## src/rtl/tst_pkg.sv

```systemverilog
// Shared types for the banked RAM march self-test engine.
// Assumes one bus operation is in flight at a time.
package tst_pkg;
    typedef enum logic [2:0] {
        ST_IDLE = 3'd0,
        ST_SEL  = 3'd1,
        ST_WR0  = 3'd2,
        ST_RD0  = 3'd3,
        ST_WR1  = 3'd4,
        ST_RD1  = 3'd5,
        ST_WTAG = 3'd6,
        ST_RTAG = 3'd7
    } tst_state_t;

    localparam logic [7:0] PAT_ZERO = 8'h00;
    localparam logic [7:0] PAT_ONES = 8'hFF;
endpackage

```

## src/rtl/tst_cycle_timer.sv

```systemverilog
// Access timer: counts the cycles of the current bus operation and flags
// its final cycle. Assumes run stays high for back-to-back operations.
module tst_cycle_timer #(
    parameter int ACC_CYC = 1
) (
    input  logic clk,
    input  logic rst_n,
    input  logic run,
    output logic last
);
    localparam int CW = (ACC_CYC > 1) ? $clog2(ACC_CYC) : 1;
    localparam logic [CW-1:0] LAST_V = CW'(ACC_CYC - 1);

    logic [CW-1:0] cnt;

    // Cycle counter: advances while running, wraps after the final cycle.
    always_ff @(posedge clk) begin
        if (!rst_n || !run) begin
            cnt <= '0;
        end else if (last) begin
            cnt <= '0;
        end else begin
            cnt <= cnt + 1'b1;
        end
    end

    assign last = run && (cnt == LAST_V);

    generate
        if (ACC_CYC > 1) begin : g_chk
            // a final cycle is never followed at once by another final cycle
            a_r8_no_short_access: assert property (@(posedge clk) disable iff (!rst_n)
                last |=> !last);
        end
    endgenerate
endmodule

```

## src/rtl/tst_walk_counter.sv

```systemverilog
// Location walker: holds the window offset and the selected bank, steps the
// offset in ascending order and moves to the next bank at the window end.
// Assumes step and restart are never high together.
module tst_walk_counter #(
    parameter int WIN_AW     = 14,
    parameter int FIRST_BANK = 1,
    parameter int LAST_BANK  = 15
) (
    input  logic              clk,
    input  logic              rst_n,
    input  logic              restart,
    input  logic              step,
    output logic [WIN_AW-1:0] offs,
    output logic [7:0]        bank,
    output logic              offs_end,
    output logic              bank_end
);
    localparam logic [7:0] FIRST_V = 8'(FIRST_BANK);
    localparam logic [7:0] LAST_V  = 8'(LAST_BANK);

    // Offset and bank registers.
    always_ff @(posedge clk) begin
        if (!rst_n || restart) begin
            offs <= '0;
            bank <= FIRST_V;
        end else if (step) begin
            if (offs_end) begin
                offs <= '0;
                bank <= bank + 8'd1;
            end else begin
                offs <= offs + 1'b1;
            end
        end
    end

    assign offs_end = &offs;
    assign bank_end = (bank == LAST_V);

    // the selected bank never leaves the tested range
    a_r2_bank_in_range: assert property (@(posedge clk) disable iff (!rst_n)
        step |=> (bank >= FIRST_V && bank <= LAST_V));
endmodule

```

## src/rtl/ram_march_bist.sv

```systemverilog
// Banked RAM march self-test engine. Selects each bank through the bank
// port, runs zero/ones/tag writes and reads on every window location, then
// re-reads every bank's tags. Stops at the first mismatch.
// Assumes memory read data is valid in the final cycle of a read access.
module ram_march_bist #(
    parameter int          WIN_AW     = 14,
    parameter logic [15:0] WIN_BASE   = 16'hC000,
    parameter int          FIRST_BANK = 1,
    parameter int          LAST_BANK  = 15,
    parameter logic [7:0]  BANK_PORT  = 8'h70,
    parameter int          ACC_CYC    = 1
) (
    input  logic        clk,
    input  logic        rst_n,
    input  logic        start,
    output logic        busy,
    output logic        done,
    output logic        fail,
    output logic [15:0] fail_addr,
    output logic [7:0]  fail_bank,
    output logic [7:0]  fail_exp,
    output logic [7:0]  fail_obs,
    output logic        io_wr,
    output logic [7:0]  io_addr,
    output logic        mem_wr,
    output logic        mem_rd,
    output logic [15:0] mem_addr,
    output logic [7:0]  mem_wdata,
    input  logic [7:0]  mem_rdata
);
    import tst_pkg::*;

    tst_state_t        state;
    logic              pass2;
    logic              last;
    logic [WIN_AW-1:0] offs;
    logic [7:0]        bank;
    logic              offs_end, bank_end;
    logic              is_read, loc_done, mismatch, all_done;
    logic              walk_restart, walk_step;
    logic [7:0]        exp_byte;

    tst_cycle_timer #(.ACC_CYC(ACC_CYC)) u_timer (
        .clk   (clk),
        .rst_n (rst_n),
        .run   (busy),
        .last  (last)
    );

    tst_walk_counter #(
        .WIN_AW     (WIN_AW),
        .FIRST_BANK (FIRST_BANK),
        .LAST_BANK  (LAST_BANK)
    ) u_walk (
        .clk      (clk),
        .rst_n    (rst_n),
        .restart  (walk_restart),
        .step     (walk_step),
        .offs     (offs),
        .bank     (bank),
        .offs_end (offs_end),
        .bank_end (bank_end)
    );

    // Bus strobe, address and data decode from the current operation.
    always_comb begin
        busy      = (state != ST_IDLE);
        io_wr     = (state == ST_SEL);
        mem_wr    = (state == ST_WR0) || (state == ST_WR1) || (state == ST_WTAG);
        mem_rd    = (state == ST_RD0) || (state == ST_RD1) || (state == ST_RTAG);
        io_addr   = BANK_PORT;
        mem_addr  = busy ? (WIN_BASE | 16'(offs)) : 16'h0000;
        unique case (state)
            ST_SEL, ST_WTAG, ST_RTAG: exp_byte = bank;
            ST_WR1, ST_RD1:           exp_byte = PAT_ONES;
            default:                  exp_byte = PAT_ZERO;
        endcase
        mem_wdata = (io_wr || mem_wr) ? exp_byte : 8'h00;
    end

    // Completion and compare conditions for the operation in progress.
    always_comb begin
        is_read      = mem_rd;
        mismatch     = is_read && last && (mem_rdata != exp_byte);
        loc_done     = last && ((state == ST_WTAG) || (state == ST_RTAG)) && !mismatch;
        all_done     = loc_done && offs_end && bank_end;
        walk_restart = ((state == ST_IDLE) && start) || (all_done && !pass2);
        walk_step    = loc_done && !(offs_end && bank_end);
    end

    // Sequencer: operation order, pass control and failure capture.
    always_ff @(posedge clk) begin
        if (!rst_n) begin
            state     <= ST_IDLE;
            pass2     <= 1'b0;
            done      <= 1'b0;
            fail      <= 1'b0;
            fail_addr <= '0;
            fail_bank <= '0;
            fail_exp  <= '0;
            fail_obs  <= '0;
        end else begin
            done <= 1'b0;
            if (state == ST_IDLE) begin
                if (start) begin
                    state <= ST_SEL;
                    pass2 <= 1'b0;
                    fail  <= 1'b0;
                end
            end else if (mismatch) begin
                state     <= ST_IDLE;
                done      <= 1'b1;
                fail      <= 1'b1;
                fail_addr <= mem_addr;
                fail_bank <= bank;
                fail_exp  <= exp_byte;
                fail_obs  <= mem_rdata;
            end else if (last) begin
                unique case (state)
                    ST_SEL:  state <= pass2 ? ST_RTAG : ST_WR0;
                    ST_WR0:  state <= ST_RD0;
                    ST_RD0:  state <= ST_WR1;
                    ST_WR1:  state <= ST_RD1;
                    ST_RD1:  state <= ST_WTAG;
                    default: begin
                        if (all_done) begin
                            if (pass2) begin
                                state <= ST_IDLE;
                                done  <= 1'b1;
                            end else begin
                                pass2 <= 1'b1;
                                state <= ST_SEL;
                            end
                        end else if (offs_end) begin
                            state <= ST_SEL;
                        end else begin
                            state <= pass2 ? ST_RTAG : ST_WR0;
                        end
                    end
                endcase
            end
        end
    end

    // done lasts a single cycle
    a_r7_done_pulse: assert property (@(posedge clk) disable iff (!rst_n)
        done |=> !done);
    // the engine is idle whenever done is shown
    a_r7_done_idle: assert property (@(posedge clk) disable iff (!rst_n)
        done |-> !busy);
    // failure data holds while idle without a new start
    a_r6_fail_hold: assert property (@(posedge clk) disable iff (!rst_n)
        (!busy && !start) |=> ($stable(fail) && $stable(fail_addr) && $stable(fail_obs)));
    // memory accesses stay inside the window
    a_r3_in_window: assert property (@(posedge clk) disable iff (!rst_n)
        (mem_rd || mem_wr) |-> ((mem_addr >> WIN_AW) == (WIN_BASE >> WIN_AW)));
    // bank selects carry a bank number inside the tested range
    a_r2_sel_data: assert property (@(posedge clk) disable iff (!rst_n)
        io_wr |-> (mem_wdata >= 8'(FIRST_BANK) && mem_wdata <= 8'(LAST_BANK)));
    // start while busy never ends the run early
    a_r1_busy_start: assert property (@(posedge clk) disable iff (!rst_n)
        (busy && start && !last) |=> busy);
    // reset leaves the engine idle with failure cleared
    a_r9_reset_idle: assert property (@(posedge clk)
        !rst_n |=> (!busy && !done && !fail));

    generate
        if (ACC_CYC > 1) begin : g_hold
            // a read strobe lasts more than one cycle when accesses are slow
            a_r8_read_hold: assert property (@(posedge clk) disable iff (!rst_n)
                $rose(mem_rd) |=> mem_rd);
        end
    endgenerate
endmodule

```

## config.mk

```make
export PLATFORM = sky130hd
export DESIGN_NAME = ram_march_bist
export DESIGN_NICKNAME = d
export VERILOG_FILES = /design/src/rtl/tst_pkg.sv /design/src/rtl/tst_cycle_timer.sv /design/src/rtl/tst_walk_counter.sv /design/src/rtl/ram_march_bist.sv
export SDC_FILE = /design/constraint.sdc
export NUM_CORES = 1
export LEC_CHECK = 0
export ABC_AREA = 0
export BUFFER_PORTS_ARGS = -buffer_cell sky130_fd_sc_hd__buf_4
export CORE_MARGIN = 3
export CORE_UTILIZATION = 26
export CTS_CLUSTER_SIZE = 40
export DETAILED_ROUTE_END_ITERATION = 7
export GPL_TIMING_DRIVEN = 0
export PLACE_DENSITY = 0.51
export SKIP_CTS_REPAIR_TIMING = 1
export SLEW_MARGIN = 10
export SYNTH_ARGS = -nofsm -noshare
export SYNTH_HDL_FRONTEND = slang
export SYNTH_HIERARCHICAL = 1
export SYNTH_SLANG_ARGS = --single-unit
```

## constraint.sdc

```tcl
create_clock -name clk -period 5.73 [get_ports clk]
set_input_delay 0 -clock clk [delete_from_list [all_inputs] [get_ports clk]]
set_output_delay 0 -clock clk [all_outputs]
set_load 0.02 [all_outputs]
```

Word level (Yosys, flattened, before mapping)
Index checks and enable logic that the tools add are counted.
{"block": "word_totals", "reg_bits": 69, "inputBits": 11, "output_inout_bits": 78, "latchBits": 0, "rom_bits": 0, "n_memories": 0, "ram_bits": 0}
{"block": "op_classes", "mux": 26, "order_cmp": 0, "mul": 0, "shift": 0, "n_reduce_logical": 42, "eq_ne": 12, "n_addsub": 3, "div": 0, "bitwise_logic": 3}
{"operator": "$mux W3", "count": 7}
{"operator": "$mux W16", "count": 1}
{"operator": "$pmux W8 S2", "count": 1}
{"operator": "$pmux W3 S5", "count": 1}
{"operator": "$reduce_and A15 Y1", "count": 1}
{"operator": "$add A14 B1 Y14 const B", "count": 1}
{"operator": "$mux W1", "count": 14}
{"operator": "$mux W14", "count": 1}
{"operator": "$reduce_and A14 Y1", "count": 1}
{"operator": "$eq A3 B3 Y1 const B", "count": 4}
{"operator": "$logic_and A1 B1 Y1", "count": 11}
{"operator": "$logic_or A1 B1 Y1", "count": 9}
{"operator": "$add A8 B1 Y8 const B", "count": 1}
{"operator": "$eq A8 B4 Y1 const B", "count": 1}
{"operator": "$mux W8", "count": 1}
{"operator": "$ne A8 B8 Y1", "count": 1}
{"operator": "$eq A3 B2 Y1 const B", "count": 2}
{"operator": "$reduce_and A2 Y1", "count": 3}
{"operator": "$reduce_bool A2 Y1", "count": 3}
{"operator": "$reduce_bool A3 Y1", "count": 2}
{"operator": "$reduce_or A2 Y1", "count": 3}
{"operator": "$logic_not A1 Y1", "count": 5}
{"operator": "$reduce_and A5 Y1", "count": 1}
{"operator": "$reduce_or A5 Y1", "count": 1}
{"operator": "7 further kinds", "count": 10}

Depth between registers and ports, before layout
Gate-level depths: netlist of the first run.
{"block": "logic_depth", "ltp_word": 14, "ltp_mapped": 18, "ltp_nobuf": 10}

By module
Netlist of the first run, hierarchy kept.
{"mod": "ram_march_bist", "cells_per_inst": 295, "area_per_inst_um2": 2595.0, "instances": 1}
{"mod": "tst_walk_counter", "cells_per_inst": 121, "area_per_inst_um2": 1028.5, "instances": 1}
{"mod": "tst_cycle_timer", "cells_per_inst": 3, "area_per_inst_um2": 37.5, "instances": 1}

Worst setup path after synthesis of the first run
OpenSTA, ideal clock, no wires.
{"block": "synth_path", "path_type": "register -> register", "start": "register state[2]", "end": "register u_walk.bank[5]", "required_time_ns": 5.660, "t_arrival_ns": 3.558, "slack_ns": 2.102, "stages_incl_launch_ff": 17, "setup_time_ns": 0.070, "path_cell_list": "dfxtp_1 > buf_2 > nor2_1 > nand2_1 > clkbuf_1 > nor2b_4 > clkbuf_1 > inv_1 > a2111oi_2 > buf_6 > buf_6 > nor3_1 > clkbuf_1 > nand4_1 > or4_4 > or4_1 > a21oi_1"}
{"block": "synth_via", "elab_cells_between_ends": 29}
{"element": "start: declaration", "line": "ram_march_bist.sv:33", "text": "tst_state_t state;"}
{"element": "start signal: assignment", "line": "ram_march_bist.sv:120", "text": "ST_SEL: state <= pass2 ? ST_RTAG : ST_WR0;"}
{"element": "start signal: assignment", "line": "ram_march_bist.sv:137", "text": "state <= pass2 ? ST_RTAG : ST_WR0;"}
{"element": "$reduce_bool A3 Y1 (*)", "line": "ram_march_bist.sv:67", "text": "busy = (state != ST_IDLE);"}
{"element": "named net busy", "line": "ram_march_bist.sv:16", "text": "output logic busy,"}
{"element": "$logic_and A1 B1 Y1 (*)", "line": "tst_cycle_timer.sv:27", "text": "assign last = run && (cnt == LAST_V);"}
{"element": "named net last", "line": "ram_march_bist.sv:35", "text": "logic last;"}
{"element": "$logic_and A1 B1 Y1 (2 in series)", "line": "ram_march_bist.sv:84", "text": "mismatch = is_read && last && (mem_rdata != exp_byte);"}
{"element": "$logic_not A1 Y1", "line": "ram_march_bist.sv:85", "text": "loc_done = last && ((state == ST_WTAG) || (state == ST_RTAG)) && !mismatch;"}
{"element": "$logic_and A1 B1 Y1 (*)", "line": "ram_march_bist.sv:85"}
{"element": "$logic_and A1 B1 Y1 (*)", "line": "ram_march_bist.sv:88", "text": "walk_step = loc_done && !(offs_end && bank_end);"}
{"element": "named net walk_step", "line": "ram_march_bist.sv:40", "text": "logic walk_restart, walk_step;"}
{"element": "$reduce_and A15 Y1 (no source line) (*)"}
{"element": "end signal: assignment", "line": "tst_walk_counter.sv:29", "text": "bank <= bank + 8'd1;"}
{"element": "end: declaration", "line": "tst_walk_counter.sv:14", "text": "output logic [7:0] bank,"}
Mark *: on every way through the listed nets, which the timed path passes. The rest lies on a longest branch.
A chain may end at the register's enable or synchronous reset.

Final worst setup path of the first run
{"block": "layout_path", "start": "register state[2]", "end": "register u_walk.bank[5]"}
{"block": "layout_via", "elab_cells_between_ends": 29}
{"element": "$reduce_bool A3 Y1 (*)", "line": "ram_march_bist.sv:67"}
{"element": "$logic_and A1 B1 Y1 (*)", "line": "tst_cycle_timer.sv:27"}
{"element": "named net last", "line": "ram_march_bist.sv:35"}
{"element": "$logic_and A1 B1 Y1 (2 in series)", "line": "ram_march_bist.sv:84"}
{"element": "$logic_not A1 Y1", "line": "ram_march_bist.sv:85"}
{"element": "$logic_and A1 B1 Y1 (*)", "line": "ram_march_bist.sv:85"}
{"element": "$logic_and A1 B1 Y1 (*)", "line": "ram_march_bist.sv:88"}
{"element": "named net walk_step", "line": "ram_march_bist.sv:40"}
{"element": "$reduce_and A15 Y1 (no source line) (*)"}
Marks and branches as above.

==> results of run 1 <==
## cell type report
type,instances,share of cell area
multi-input cells,311,0.421
clock buffers,11,0.0478
well taps,176,0.0452
inverters,8,0.00617
repair buffers,88,0.140
plain buffers,38,0.0493
clock inverters,5,0.0108
flip-flops and latches,68,0.280
## cell families (layout without fill, tap and decap cells)
family,count (synthesis),in the layout,synth area share
AO/OA/AOI/OAI,47,47,0.110
XOR/XNOR,22,22,0.0526
adder cells (fa/ha/maj),4,4,0.0123
buffers and inverters,46,150,0.0738
flip-flops,68,68,0.372
multiplexers,40,40,0.114
other,3,9,0.00308
AND/OR/NAND/NOR,189,189,0.262
## worst max-delay path: stages, from the launching register on
cell,delay (ns)
dfxtp_1,0.34
buf_2,0.21
nor2_1,0.38
nand2_1,0.30
clkbuf_1,0.38
nor2b_4,0.23
clkbuf_1,0.20
inv_1,0.14
a2111oi_2,0.06
buf_6,0.17
buf_6,0.16
nor3_1,0.22
clkbuf_1,0.37
nand4_1,0.14
or4_4,0.49
or4_1,0.48
a21oi_1,0.16
## per-layer routing
layer / wire length, µm / global-route usage
met5: 0 / 0
met4: 157 / 0.0419
met3: 478 / 0.0390
met2: 5080 / 0.225
met1: 4670 / 0.167
## how the worst max path moves through the flow
stage                        start             end  slack [ns]
after floorplan           state[2]  u_walk/bank[5]        2.10
after global placement    state[2]  u_walk/offs[9]        1.29
after detailed placement  state[2]  u_walk/bank[5]        1.23
after CTS                 state[2]  u_walk/bank[5]        1.23
after global routing      state[2]  u_walk/bank[6]        0.87
final                     state[2]  u_walk/bank[5]        1.22
## cell usage after synthesis, types with 7 or more instances
master and n:
xnor2_1 17, a21oi_1 9, inv_1 8, mux2i_1 32, nand2b_1 11, clkbuf_1 14
buf_4 12, nand3_1 13, nor2_1 29, or3_1 7, a22o_1 8, nand2_1 75
dfxtp_1 68, and2_1 23
## power by group through the flow
| stage | Clock [mW] | Sequential [mW] | Combinational, mW |
|---|---|---|---|
| final | 0.541 | 0.477 | 0.107 |
| after global routing | 0.579 | 0.477 | 0.117 |
| after CTS | 0.557 | 0.477 | 0.104 |
| after detailed placement | 0 | 0.487 | 0.104 |
| after global placement | 0 | 0.487 | 0.102 |
| after floorplan | 0 | 0.487 | 0.0686 |
## through the flow
stage	hold slack [ns]	setup slack, ns
2_1_floorplan	0.142	2.10
3_3_place_gp	0.282	1.29
3_5_place_dp	0.289	1.23
6_report	0.0180	1.22
4_1_cts	-0.0631	1.23
5_1_grt	0.0251	0.868
## sequential cells by signal (all words and copies together), names as in the netlist
signal and count:
u_timer/cnt 1, fail_addr 15, state 3, fail_bank 8
fail_exp 8, fail_obs 8, fail 1, pass2 1
done 1, u_walk/offs 14, u_walk/bank 8
==> reports/metrics.cfg, run 1 <==
[global_route]
grt_pass1_vias=3219
grt_max_degree=14
grt_remaining_overflow=0
track_usage=0.135
grt_first_pass_wirelength_um=17000
antenna_found_initial=0

[worst_setup_path]
timing.rr.start=state[2]
start_kind=flip-flop
rr_endpoint=u_walk/bank[5]
worstSetupPathType=flip-flop to flip-flop
worst_ep_required_time_ns=5.98
worstPathMaxFanout=13
cp-end-kind=flip-flop
r2r_cells=16
r2r_slack_ns=1.22
arrival_ns=4.76

[floorplanning]
dieArea_um2=15500
rows=42
die_y_um=125
die_x_um=125
start_util=0.271
core_area_um2=13500
io_pins=89

[placed_design]
place_congestion=0.817
dpl.cell_count=681
port_buffers=80
place_area_um2=4500
detailed_place_hpwl_um=7650

[route]
viasPerCell=4.57
drt_iter0_drc=122
drtPass1Iterations=4
vias=3224
drc=0
drt-total-wl_um=10400
wire_per_inst_um=14.7
ant_nets=0

[sta]
maxSlewHeadroom=0.569
finalHoldViolations=0
setup_viol=0
max_freq_mhz=222
post-route-period-util=0.787
fin_crit_ns=4.51
worst_pin_slew_ns=0.644
tns_ns=0
slew_viol_final=0
clock_skew_ns=0.00315
rsz0062_at_grt=false

[pwr]
pwr-share-seq=0.424
switchingPower_uw=275
p_int_uw=850
switching_share=0.244
p_leak_nw=1.90
power_density_nw_per_um2=231
fin_total_pwr_mw=1.12
combPwrFrac=0.095
power.share.clock=0.481
vdd_ir_drop_max_uv=153

[logic_synthesis]
synthArstFlopShare=0
synthFlopType=dfxtp_1
seq_area_frac_synth=0.372
synth_edf_count=0
syn_avg_cell_area_um2=8.74
synth_top_area_frac=0.372
ys_ff_latch=68
syn_inst=419
synthDistinctLibCells=53
yosys_warnings=6
synth_area_um2=3660
yosys.area.top_type=dfxtp_1
synth_area_leaders=dfxtp_1 (37%), mux2i_1 (8.7%), nand2_1 (7.7%)

[final_layout]
multi_input_area_um2=2050
final_cell_mix=buf_4 (92), nand2_1 (75), dfxtp_1 (68)
n_antenna_cell=0
stdcell_count=705
nets=537
final_common_cell=buf_4
area_delta_synth_final_pct=33.0
layout-drive-gt1-share=0.265
utilization=0.361
register_area_um2=1360
nFillCells=1416
final_cell_area_um2=4870

[cts]
clkTransAtPathRegs_ns=0.06
cts_buffers=9
root_buffer=clkbuf_16
cts_num_sinks=68
cts_buffer_depth=2
clkLatencyLatePin_ns=0.33
cts_max_level=3
cts_tree=built

[worst_hold_path]
hold_depth=3
min_path_type=primary input to flip-flop
min_from=rst_n
hold_end=u_walk/bank[0]

[flow_run]
maxCapViolations=0

[run_status]
outcome=completed

Note: power is estimated with default switching activity, not from simulation.
==> run 2, diff against run 1 <==
--- a/config.mk
+++ b/config.mk
@@ -12,7 +12,7 @@
 export CTS_CLUSTER_SIZE = 40
 export DETAILED_ROUTE_END_ITERATION = 7
 export GPL_TIMING_DRIVEN = 0
-export PLACE_DENSITY = 0.51
+export PLACE_DENSITY = 0.52
 export SKIP_CTS_REPAIR_TIMING = 1
 export SLEW_MARGIN = 10
 export SYNTH_ARGS = -nofsm -noshare
==> constraint.sdc (replaced) <==
create_clock -name clk -period 4 [get_ports clk]
set_input_delay 0 -clock clk [delete_from_list [all_inputs] [get_ports clk]]
set_output_delay 0 -clock clk [all_outputs]
set_load 0.02 [all_outputs]
==> reports/metrics.cfg, run 2 (synthesis results as in run 1) <==
[pwr]
power_density_nw_per_um2=332  ; was 231 nW/µm²
p_leak_nw=1.91  ; was 1.90 nW
vdd_ir_drop_max_uv=207  ; was 153 µV
fin_total_pwr_mw=1.63  ; was 1.12 mW

[sta]
max_freq_mhz=264  ; was 222 MHz
rsz0062_at_grt=false  ; unchanged
setup_viol=0  ; unchanged
whs_ns=-0.0386  ; was 0.0180 ns
maxSlewHeadroom=0.565  ; was 0.569
clock_skew_ns=0.00914  ; was 0.00315 ns
tns_ns=0  ; unchanged
slew_viol_final=0  ; unchanged
worst_pin_slew_ns=0.650  ; was 0.644 ns
fin_crit_ns=3.79  ; was 4.51 ns
post-route-period-util=0.946  ; was 0.787
finalHoldViolations=1  ; was 0

[cts]
clkLatencyLatePin_ns=0.32  ; was 0.33 ns
cts_buffers=9  ; unchanged
cts_num_sinks=68  ; unchanged
clkTransAtPathRegs_ns=0.06  ; about the same
cts_max_level=3  ; unchanged
root_buffer=clkbuf_16  ; unchanged
cts_tree=built  ; unchanged
cts_buffer_depth=2  ; unchanged

[final_layout]
final_cell_mix=buf_4 (93), nand2_1 (74), dfxtp_1 (67)  ; was buf_4 (92), nand2_1 (75), dfxtp_1 (68)
final_cell_area_um2=4890  ; was 4870 µm²
nets=536  ; was 537
layout-drive-gt1-share=0.277  ; was 0.265
multi_input_area_um2=2070  ; was 2050 µm²
final_common_cell=buf_4  ; unchanged
nFillCells=1409  ; was 1416
n_antenna_cell=0  ; unchanged
register_area_um2=1360  ; about the same
stdcell_count=703  ; was 705
top_regs=fail_addr x15, u_walk/offs x14  ; unchanged
top_register=fail_addr  ; unchanged
area_delta_synth_final_pct=33.7  ; was 33.0%
largest_reg_flops=15  ; unchanged

[route]
drt_iter0_drc=163  ; was 122
wire_per_inst_um=14.7  ; about the same
vias=3233  ; was 3224
viasPerCell=4.60  ; was 4.57
drt-total-wl_um=10300  ; was 10400 µm
drc=0  ; unchanged
drtPass1Iterations=5  ; was 4
ant_nets=0  ; unchanged

[placed_design]
dpl.cell_count=681  ; unchanged
place_congestion=0.824  ; was 0.817
detailed_place_hpwl_um=7600  ; was 7650 µm
port_buffers=80  ; unchanged
place_area_um2=4500  ; unchanged

[floorplanning]
dieArea_um2=15500  ; unchanged
die_x_um=125  ; unchanged
io_pins=89  ; unchanged
start_util=0.271  ; unchanged
die_y_um=125  ; unchanged
core_area_um2=13500  ; unchanged
rows=42  ; unchanged

[global_route]
track_usage=0.130  ; was 0.135
grt_remaining_overflow=0  ; unchanged
grt_pass1_vias=3209  ; was 3219
antenna_found_initial=0  ; unchanged
grt_max_degree=14  ; unchanged
grt_first_pass_wirelength_um=16500  ; was 17000 µm

[worst_setup_path]
worst_ep_required_time_ns=4.25  ; was 5.98 ns
timing.rr.start=state[1]  ; was state[2]
rr_endpoint=u_walk/bank[5]  ; unchanged
start_kind=flip-flop  ; unchanged
worstPathMaxFanout=10  ; was 13
cp-end-kind=flip-flop  ; unchanged
r2r_cells=15  ; was 16
worstSetupPathType=flip-flop to flip-flop  ; unchanged
r2r_slack_ns=0.21  ; was 1.22 ns
arrival_ns=4.03  ; was 4.76 ns

[worst_hold_path]
min_path_type=primary input to flip-flop  ; unchanged
min_from=mem_rdata[7]  ; was rst_n
hold_end=fail_obs[7]  ; was u_walk/bank[0]
hold_depth=3  ; unchanged

[run_status]
outcome=finished, violations left  ; was completed
violations=hold timing

[flow_run]
maxCapViolations=0  ; unchanged

-- run 2: changes by cell type in the layout (fill, tap and decap cells not counted), sizes merged --
cell	previous run	this run
clkinvlp	1	2
dlygate4sd3	8	7
clkinv	3	1
buf	104	105
clkbuf	25	24
-- run 2: worst max path at each step --
| stage | from | endpoint | slack [ns] | cells past startpoint |
|---|---|---|---|---|
| finish | state[1] | u_walk/bank[5] | 0.21 | 15 |
| global route | state[1] | u_walk/offs[4] | 0.003 | 17 |
| CTS | state[2] | u_walk/bank[5] | -0.37 | 16 |
| detailed placement | state[2] | u_walk/bank[6] | -0.35 | 17 |
| global placement | state[2] | u_walk/bank[6] | -0.32 | 17 |
| floorplan | state[2] | u_walk/bank[5] | 0.37 | 16 |
-- run 2: layer usage --
| metal | track usage | share of wire |
|---|---|---|
| met1 | 0.162 | 0.45 |
| met2 | 0.217 | 0.49 |
| met3 | 0.0369 | 0.048 |
| met4 | 0.0374 | 0.019 |
| met5 | 0 | 0 |
-- run 2: final cells by class --
type,count,share of cell area
Multi-Input combinational cell,311,0.423
Sequential cell,68,0.278
Timing Repair Buffer,88,0.139
Clock buffer,11,0.0496
Buffer,37,0.0486
Tap cell,176,0.0450
Clock inverter,4,0.0102
Inverter,8,0.00614
-- run 2: power breakdown --
group	switching [mW]	internal [mW]
sequential	0.00371	0.680
clock	0.295	0.495
combinational	0.0936	0.0587
-- run 2: per-stage QoR --
stage	setup slack (ns)	util
2_1_floorplan	0.372	-
3_3_place_gp	-0.316	0.334
3_5_place_dp	-0.354	0.334
4_1_cts	-0.374	0.355
5_1_grt	0.00297	0.362
6_report	0.215	0.362
-- run 2: critical path: stages, from the launching register on --
cell	delay (ns)
dfxtp_1	0.36
buf_2	0.26
nand2b_1	0.12
a22oi_1	0.30
xnor2_1	0.14
nor4_2	0.27
buf_4	0.17
a2111oi_2	0.06
buf_6	0.17
buf_6	0.16
nor3_1	0.21
clkbuf_2	0.26
nand4_1	0.11
or4_4	0.47
or4_1	0.49
a21oi_1	0.16
==> run 3, diff against run 2 <==
--- a/config.mk
+++ b/config.mk
@@ -12,7 +12,7 @@
 export CTS_CLUSTER_SIZE = 40
 export DETAILED_ROUTE_END_ITERATION = 7
 export GPL_TIMING_DRIVEN = 0
-export PLACE_DENSITY = 0.52
+export PLACE_DENSITY = 0.51
 export SKIP_CTS_REPAIR_TIMING = 1
 export SLEW_MARGIN = 10
 export SYNTH_ARGS = -nofsm -noshare
==> constraint.sdc (replaced) <==
create_clock -name clk -period 4.1 [get_ports clk]
set_input_delay 0 -clock clk [delete_from_list [all_inputs] [get_ports clk]]
set_output_delay 0 -clock clk [all_outputs]
set_load 0.02 [all_outputs]
==> reports/metrics.cfg, run 3 (synthesis results as in run 1) <==
[final_layout]
final_common_cell=buf_4  ; unchanged
n_antenna_cell=0  ; unchanged
largest_reg_flops=15  ; unchanged
top_regs=fail_addr x15, u_walk/offs x14  ; unchanged
nets=536  ; unchanged
layout-drive-gt1-share=0.273  ; was 0.277
area_delta_synth_final_pct=33.3  ; was 33.7%
final_cell_mix=buf_4 (92), nand2_1 (74), dfxtp_1 (68)  ; was buf_4 (93), nand2_1 (74), dfxtp_1 (67)
utilization=0.361  ; was 0.362
top_register=fail_addr  ; unchanged
nFillCells=1409  ; unchanged

[flow_run]
maxCapViolations=0  ; unchanged

[cts]
cts_max_level=3  ; unchanged
cts_tree=built  ; unchanged
cts_buffers=9  ; unchanged
clkLatencyLatePin_ns=0.32  ; about the same
cts_num_sinks=68  ; unchanged
clkTransAtPathRegs_ns=0.06  ; about the same
cts_buffer_depth=2  ; unchanged
root_buffer=clkbuf_16  ; unchanged

[run_status]
outcome=completed  ; was finished, violations left

[worst_setup_path]
crit_path_top_delay_cell=or4_1  ; unchanged
r2r_cells=14  ; was 15
path_cells=nor2b_4 > buf_6 > a22oi_2 > xnor2_1 > nor4_4 > a2111oi_2 > buf_6 > buf_6 > nor3_1 > clkbuf_2 > nand4_1 > or4_4 > or4_1 > a21oi_1  ; was buf_2 > nand2b_1 > a22oi_1 > xnor2_1 > nor4_2 > buf_4 > a2111oi_2 > buf_6 > buf_6 > nor3_1 > clkbuf_2 > nand4_1 > or4_4 > or4_1 > a21oi_1
max_stage_delay_ns=0.48  ; was 0.49 ns
worstPathMaxFanout=10  ; unchanged
path_delay_family=simple AND/OR/NAND/NOR gates  ; unchanged
cp-end-kind=flip-flop  ; unchanged
rr_endpoint=u_walk/bank[5]  ; unchanged
r2r_slack_ns=0.35  ; was 0.21 ns
worst_ep_required_time_ns=4.35  ; was 4.25 ns
arrival_ns=4.00  ; was 4.03 ns
path_buf_inv=4  ; was 5
worstSetupPathType=flip-flop to flip-flop  ; unchanged
timing.rr.start=state[0]  ; was state[1]
crit_top_cell=buf_6  ; unchanged
start_kind=flip-flop  ; unchanged

[sta]
fin_crit_ns=3.75  ; was 3.79 ns
slew_viol_final=0  ; unchanged
post-route-period-util=0.915  ; was 0.946
max_freq_mhz=267  ; was 264 MHz
maxSlewHeadroom=0.586  ; was 0.565
worst_pin_slew_ns=0.618  ; was 0.650 ns
setup_viol=0  ; unchanged
clock_skew_ns=0.00436  ; was 0.00914 ns
rsz0062_at_grt=false  ; unchanged
finalHoldViolations=0  ; was 1

[pwr]
combPwrFrac=0.096  ; was 0.094
vdd_ir_drop_max_uv=212  ; was 207 µV
switching_share=0.243  ; was 0.241
switchingPower_uw=382  ; was 392 µW
power.share.clock=0.480  ; was 0.486
p_leak_nw=1.91  ; about the same
pwr-share-seq=0.425  ; was 0.421
power_density_nw_per_um2=322  ; was 332 nW/µm²
fin_total_pwr_mw=1.57  ; was 1.63 mW
p_int_mw=1.19  ; was 1.23 mW

[floorplanning]
rows=42  ; unchanged
die_y_um=125  ; unchanged
io_pins=89  ; unchanged
start_util=0.271  ; unchanged
die_x_um=125  ; unchanged
core_area_um2=13500  ; unchanged
dieArea_um2=15500  ; unchanged

[global_route]
antenna_found_initial=0  ; unchanged
grt_max_degree=14  ; unchanged
grt_remaining_overflow=0  ; unchanged
grt_first_pass_wirelength_um=17000  ; was 16500 µm
track_usage=0.135  ; was 0.130
grt_pass1_vias=3219  ; was 3209

[route]
wire_per_inst_um=14.8  ; was 14.7 µm
drt_iter0_drc=142  ; was 163
vias=3207  ; was 3233
ant_nets=0  ; unchanged
drt-total-wl_um=10400  ; was 10300 µm
drc=0  ; unchanged
viasPerCell=4.56  ; was 4.60
drtPass1Iterations=4  ; was 5

[placed_design]
port_buffers=80  ; unchanged
detailed_place_hpwl_um=7650  ; was 7600 µm
place_congestion=0.817  ; was 0.824

[worst_hold_path]
min_path_type=primary input to flip-flop  ; unchanged
min_from=rst_n  ; was mem_rdata[7]
hold_end=u_walk/bank[0]  ; was fail_obs[7]
hold_depth=3  ; unchanged

[run 3: metal layers]
layer | vias to the layer above | track usage | share of wire
met1 | 1486 | 0.167 | 0.45
met2 | 88 | 0.225 | 0.49
met5 | - | 0 | 0
met4 | 0 | 0.0419 | 0.015
met3 | 11 | 0.0390 | 0.045
li1 | 1622 | - | -
[run 3: worst max-delay path by stage]
| stage | start | endpoint | slack (ns) | cells past startpoint |
|---|---|---|---|---|
| 3_5_place_dp | state[2] | u_walk/bank[5] | -0.40 | 16 |
| 6_report | state[0] | u_walk/bank[5] | 0.35 | 14 |
| 2_1_floorplan | state[2] | u_walk/bank[5] | 0.47 | 16 |
| 3_3_place_gp | state[2] | u_walk/offs[9] | -0.34 | 18 |
| 5_1_grt | state[1] | u_walk/bank[6] | 0.04 | 15 |
| 4_1_cts | state[2] | u_walk/bank[5] | -0.40 | 16 |
[run 3: area by class of cell]
class / count / area (µm²) / area share
buffer: 37 / 239 / 0.0490
inverter: 8 / 30.0 / 0.00616
timing repair buffer: 88 / 681 / 0.140
clock inverter: 5 / 52.6 / 0.0108
clock buffer: 11 / 233 / 0.0477
tap: 176 / 220 / 0.0451
sequential: 68 / 1360 / 0.279
multi-input combinational: 311 / 2060 / 0.423
[run 3: tightest hold or removal path, stage by stage]
cell	delay [ns]
buf_4	0.13
nor2b_1	0.14
nand2_1	0.05
[run 3: stage by stage]
stage / std cells / hold WS [ns] / setup slack [ns] / instance area, µm² / TNS, ns
4_1_cts: 697 / -0.0631 / -0.400 / 4790 / -6.25
3_5_place_dp: 681 / 0.289 / -0.399 / 4500 / -6.27
3_3_place_gp: 681 / 0.282 / -0.337 / 4500 / -5.13
2_1_floorplan: 425 / 0.142 / 0.472 / 3680 / 0
5_1_grt: 704 / 0.0251 / 0.0412 / 4880 / 0
6_report: 704 / 0.0183 / 0.348 / 4880 / 0
[run 3: power groups by stage]
stage / Combinational, mW / Sequential [mW] / Clock [mW]
finish: 0.150 / 0.667 / 0.753
global route: 0.164 / 0.667 / 0.809
CTS: 0.145 / 0.667 / 0.779
detailed placement: 0.145 / 0.681 / 0
global placement: 0.143 / 0.681 / 0
floorplan: 0.0959 / 0.680 / 0
